## src/rtl/lbs_pkg.sv

```systemverilog
package lbs_pkg;
  typedef enum logic [2:0] {
    K_IFETCH = 3'd0,
    K_DREAD  = 3'd1,
    K_STORE  = 3'd2,
    K_CLEAN  = 3'd3,
    K_PUSH   = 3'd4,
    K_XIN    = 3'd5,
    K_XOUT   = 3'd6,
    K_RSVD   = 3'd7
  } kind_e;

  typedef struct packed {
    logic w;
    logic i;
    logic m;
  } wim_t;
endpackage

```

## src/rtl/lbs_attr_decode.sv

```systemverilog
module lbs_attr_decode
  import lbs_pkg::*;
(
  input  logic [2:0] kind_i,
  input  logic       w_i,
  input  logic       i_i,
  output logic       wt_o,
  output logic       ci_o
);
  kind_e kind;
  assign kind = kind_e'(kind_i);

  always_comb begin
    unique case (kind)
      K_IFETCH: wt_o = 1'b0;
      K_DREAD:  wt_o = 1'b1;
      K_CLEAN:  wt_o = 1'b1;
      K_PUSH:   wt_o = 1'b1;
      K_XIN:    wt_o = 1'b1;
      K_XOUT:   wt_o = 1'b0;
      default:  wt_o = w_i;
    endcase
  end

  // external control accesses are always uncached
  assign ci_o = (kind == K_XIN) || (kind == K_XOUT) || i_i;
endmodule

```

## src/rtl/lbs_beat_seq.sv

```systemverilog
module lbs_beat_seq #(
  parameter int BEATS = 4,
  localparam int IDX_W = $clog2(BEATS)
) (
  input  logic             clk_i,
  input  logic             rst_ni,
  input  logic             load_i,
  input  logic [IDX_W-1:0] start_idx_i,
  input  logic             ack_i,
  output logic             valid_o,
  output logic [IDX_W-1:0] idx_o,
  output logic             last_o
);
  localparam logic [IDX_W-1:0] LAST_CNT = IDX_W'(BEATS - 1);

  logic             valid_q;
  logic [IDX_W-1:0] base_q;
  logic [IDX_W-1:0] cnt_q;

  always_ff @(posedge clk_i or negedge rst_ni) begin
    if (!rst_ni) begin
      valid_q <= 1'b0;
      base_q  <= '0;
      cnt_q   <= '0;
    end else if (!valid_q) begin
      if (load_i) begin
        valid_q <= 1'b1;
        base_q  <= start_idx_i;
        cnt_q   <= '0;
      end
    end else if (ack_i) begin
      if (cnt_q == LAST_CNT) valid_q <= 1'b0;
      else cnt_q <= cnt_q + 1'b1;
    end
  end

  // modulo-line wrap falls out of the IDX_W-bit add
  assign idx_o   = base_q + cnt_q;
  assign valid_o = valid_q;
  assign last_o  = valid_q && (cnt_q == LAST_CNT);
endmodule

```

## src/rtl/line_burst_seq.sv

```systemverilog
module line_burst_seq #(
  parameter int ADDR_W   = 32,
  parameter int BEATS    = 4,
  parameter int DW_BYTES = 8,
  localparam int IDX_W   = $clog2(BEATS),
  localparam int OFS_W   = $clog2(DW_BYTES),
  localparam int LINE_W  = OFS_W + IDX_W
) (
  input  logic              clk_i,
  input  logic              rst_ni,
  input  logic              start_i,
  input  logic [ADDR_W-1:0] line_addr_i,
  input  logic              is_write_i,
  input  logic [2:0]        kind_i,
  input  logic [2:0]        wim_i,
  input  logic              ack_i,
  output logic              busy_o,
  output logic              beat_valid_o,
  output logic [IDX_W-1:0]  beat_dw_o,
  output logic              last_o,
  output logic [ADDR_W-1:0] burst_addr_o,
  output logic              wt_o,
  output logic              ci_o
);
  import lbs_pkg::*;

  wim_t             wim;
  logic             accept;
  logic [IDX_W-1:0] start_dw;
  logic             wt_d, ci_d;
  logic             wt_q, ci_q;
  logic [ADDR_W-LINE_W-1:0] line_q;
  logic [IDX_W-1:0] sdw_q;
  logic             unused_ok;

  assign wim       = wim_t'(wim_i);
  assign unused_ok = ^{wim.m, line_addr_i[OFS_W-1:0]};
  assign accept    = start_i && !beat_valid_o;
  assign start_dw  = is_write_i ? '0 : line_addr_i[LINE_W-1:OFS_W];

  lbs_attr_decode u_attr (
    .kind_i (kind_i),
    .w_i    (wim.w),
    .i_i    (wim.i),
    .wt_o   (wt_d),
    .ci_o   (ci_d)
  );

  lbs_beat_seq #(.BEATS(BEATS)) u_seq (
    .clk_i       (clk_i),
    .rst_ni      (rst_ni),
    .load_i      (accept),
    .start_idx_i (start_dw),
    .ack_i       (ack_i),
    .valid_o     (beat_valid_o),
    .idx_o       (beat_dw_o),
    .last_o      (last_o)
  );

  always_ff @(posedge clk_i or negedge rst_ni) begin
    if (!rst_ni) begin
      wt_q   <= 1'b0;
      ci_q   <= 1'b0;
      line_q <= '0;
      sdw_q  <= '0;
    end else if (accept) begin
      wt_q   <= wt_d;
      ci_q   <= ci_d;
      line_q <= line_addr_i[ADDR_W-1:LINE_W];
      sdw_q  <= start_dw;
    end
  end

  assign busy_o       = beat_valid_o;
  assign wt_o         = wt_q;
  assign ci_o         = ci_q;
  assign burst_addr_o = {line_q, sdw_q, {OFS_W{1'b0}}};
endmodule

```

## config.mk

```make
export PLATFORM = sky130hd
export DESIGN_NAME = line_burst_seq
export DESIGN_NICKNAME = d
export VERILOG_FILES = /design/src/rtl/lbs_pkg.sv /design/src/rtl/lbs_attr_decode.sv /design/src/rtl/lbs_beat_seq.sv /design/src/rtl/line_burst_seq.sv
export SDC_FILE = /design/constraint.sdc
export NUM_CORES = 1
export LEC_CHECK = 0
export BUFFER_PORTS_ARGS = -buffer_cell sky130_fd_sc_hd__clkbuf_2
export CAP_MARGIN = 5
export CORE_MARGIN = 1.5
export CORE_UTILIZATION = 45
export DETAILED_ROUTE_END_ITERATION = 7
export GPL_ROUTABILITY_DRIVEN = 0
export PLACE_DENSITY_LB_ADDON = 0.08
export SLEW_MARGIN = 30
export SYNTH_ARGS = -nofsm -noshare
export SYNTH_HDL_FRONTEND = slang
export SYNTH_HIERARCHICAL = 1
export SYNTH_SLANG_ARGS = --single-unit
export TNS_END_PERCENT = 50
```

## constraint.sdc

```tcl
create_clock -name clk_i -period 1.8 [get_ports clk_i]
set_input_delay 0.36 -clock clk_i [delete_from_list [all_inputs] [get_ports clk_i]]
set_output_delay 0.36 -clock clk_i [all_outputs]
set_load 0.02 [all_outputs]
```

==> impl_metrics.csv <==
group,metric,value,unit
sta,period_share,95.7,%
worst_setup_path,critPathKind,"flop to output port",
routing,dr.first_iter.drc_count,40,
layout,multi_input_area,683,sq um
floorplanning,core,3440,sq um
global_routing,grt_max_degree,37,
sta,rsz0062_at_grt,"no",
power,power_leakage,1.13,nW
clock_network,clk_latency,0.28,ns
placed_design,post_dp_cell_area,2030,sq um
synth,synth_top_area_share,53.8,%
routing,via_per_inst,4.78,
synth,yosysMostFrequentCell,"dfrtp_1",
layout,final_area,2160,sq um
worst_setup_path,rr_endpoint,"line_q[26]$_DFFE_PN0P_",
clock_network,tritoncts,"done",
synth,synth-async-reset-ratio,100,%
synth,synth_area_leaders,"dfrtp_1 54%, mux2_4 26%, buf_12 3.6%, mux2_2 2.7%, buf_4 1.8%",
sta,period_needed,1.72,ns
routing,post_drt_wl_per_cell,13.3,um
routing,ant_nets,0,
synth,synth-main-ff-cell,"dfrtp_1",
flow_run,maxCapViolations,0,
sta,fmax,580,MHz
worst_setup_path,crit_path_start_kind,"flop",
global_routing,grt-ovfl-total,0,
floorplanning,start_util,48.7,%
worst_setup_path,rr_worst_depth,3,
synth,synth-edff-count,0,
power,power,4.32,mW
layout,drive_gt1_share,66.9,%
synth,ys_seq_area_share,53.8,%
clock_network,htreeDepth,2,
layout,antenna_cells,0,
synth,syn-cell-area,1680,sq um
sta,clock_skew,0.00701,ns
floorplanning,ios,82,
synth,synth_common_cells,"36 x dfrtp_1, 29 x mux2_4, 4 x buf_4, 4 x mux2_2",
layout,area_delta_synth_final,29.2,%
global_routing,grt_pass1_wl,5070,um
placed_design,io_buffers,74,
sta,tns,0,ns
routing,routed_wl,3030,um
floorplanning,design.die.area,4100,sq um
clock_network,cts_num_sinks,36,
floorplanning,die_w,64.0,um
worst_setup_path,path_max_fanout,5,
power,irDropWorstVdd,0.000991,V
global_routing,antenna_found_initial,0,
synth,yosys.cell_types.count,24,
synth,yosysTopAreaCell,"dfrtp_1",
clock_network,path_clk_slew,0.07,ns
synth,synth_warnings,6,
routing,detail_route.first_pass.iterations,4,
synth,netlist_instances,102,
sta,hold_violations,0,
synth,synth_seq_cells,36,
layout,seqCellArea,902,sq um
placed_design,place_ws,0.296,ns
floorplanning,rows,21,
worst_setup_path,cp.arrival,1.36,ns
worst_setup_path,cp.required,1.44,ns
floorplanning,die_y,64.0,um
clock_network,clk_path_buf_depth,2,
routing,drcViolationCount,0,
clock_network,cts_setup_buffers,0,
sta,setup_viol_count_final,0,
synth,avgSynthCellArea,16.4,sq um
worst_setup_path,rrSetupSlack,0.31,ns
outcome,status,"complete, no violations",
layout,post-route-util,62.9,%
global_routing,grt_pass1_vias,1079,
power,cellPowerDensity,1990,nW/um^2
worst_setup_path,reg2reg_from,"u_seq/valid_o$_DFF_PN0_",
min_path,hp-class,"input port to async pin",
placed_design,dp_hpwl,2220,um
clock_network,cts-root-buf,"clkbuf_8",
sta,finalMaxSlewViolations,0,
routing,vias,1086,
global_routing,grt_usage,16.3,%
clock_network,numCtsBuffers,5,
layout,num-fill-cells,279,
sta,timing.final.ws_setup,0.0773,ns
layout,fin_nets,225,
worst_setup_path,crit_path_end_kind,"output port",
## layer usage
metal  vias up  part of all wire (%)  global-route usage [%]
met4         0                   1.8                    8.97
met2        47                    46                    25.5
met5         -                     0                       0
met3         6                   8.2                    4.05
met1       527                    44                    20.6
li1        506                     -                       -
## critical path, cell delays in order, from the launching register on
cell     delay, ns
dfrtp_2       0.44
ha_2          0.18
xnor2_1       0.18
xnor2_1       0.13
buf_4         0.16
## cell families after synthesis
family,share of synthesized area (%)
muxes,28.7
DFF,53.8
xor gates and xnor gates,1.57
and+or+nand+nor,5.53
buffers and inverters,6.05
other,0.224
adders and majority gates,1.49
AOI/OAI and AO/OA,2.69
## final cells by class
cell class	count	share of cell area, %
repair buffers	77	18.3
multi-input cells	60	31.6
well taps	46	2.66
clock buffers	7	4.45
clock inverters	1	1.39
flip-flops and latches	36	41.7
## registers in the layout, summed over array words and instances, names as in the netlist
| name | cells |
|---|---|
| wt_o | 1 |
| ci_o | 1 |
| u_seq/cnt_q | 2 |
| u_seq/valid_o | 1 |
| sdw_q | 2 |
| line_q | 27 |
| u_seq/base_q | 2 |
## metrics by stage
stage | std cells | hold slack, ns
4_1_cts | 227 | 0.114
2_1_floorplan | 104 | 0.0644
5_1_grt | 227 | 0.141
3_3_place_gp | 219 | 0.415
6_report | 227 | 0.108
3_5_place_dp | 219 | 0.421
## how the worst max path moves through the flow
stage / slack (ns) / from / end / cells after the start
2_1_floorplan: 0.21 / u_seq/valid_o$_DFF_PN0_ / u_seq/base_q[0]$_DFFE_PN0P_ / 5
3_3_place_gp: 0.35 / u_seq/valid_o$_DFF_PN0_ / line_q[26]$_DFFE_PN0P_ / 3
3_5_place_dp: 0.30 / u_seq/valid_o$_DFF_PN0_ / line_q[26]$_DFFE_PN0P_ / 3
4_1_cts: 0.03 / u_seq/cnt_q[0]$_DFFE_PN0P_ / beat_dw_o[1] / 4
5_1_grt: 0.006 / u_seq/cnt_q[0]$_DFFE_PN0P_ / beat_dw_o[1] / 4
6_report: 0.08 / u_seq/cnt_q[0]$_DFFE_PN0P_ / beat_dw_o[1] / 4
## report_power, final
part / leakage [nW] / switching [mW] / internal, mW
Sequential: 0.427 / 0.273 / 1.23
Clock: 0.0645 / 0.265 / 0.488
Combinational: 0.636 / 1.03 / 1.03
Total: 1.13 / 1.57 / 2.75
## cell usage in the layout (no fill, tap or decap), drive strengths merged
cell / instances
xor2: 1
a21oi: 2
buf: 4
nor3b: 1
and2: 2
nand2b: 2
a21o: 1
a311o: 1
nor2: 1
o211ai: 1
clkbuf: 80
bufinv: 1
xnor2: 2
ha: 2
mux2: 33
a221o: 1
nor2b: 4
conb: 3
nand2: 1
dfrtp: 36
nor4bb: 1
and4b: 1
## timing repair
action	in CTS	in global routing
gates resized for setup	0	4
hold buffers	0	0
setup endpoints to repair	0	1
No activity file was read; power rests on OpenSTA's default activity.
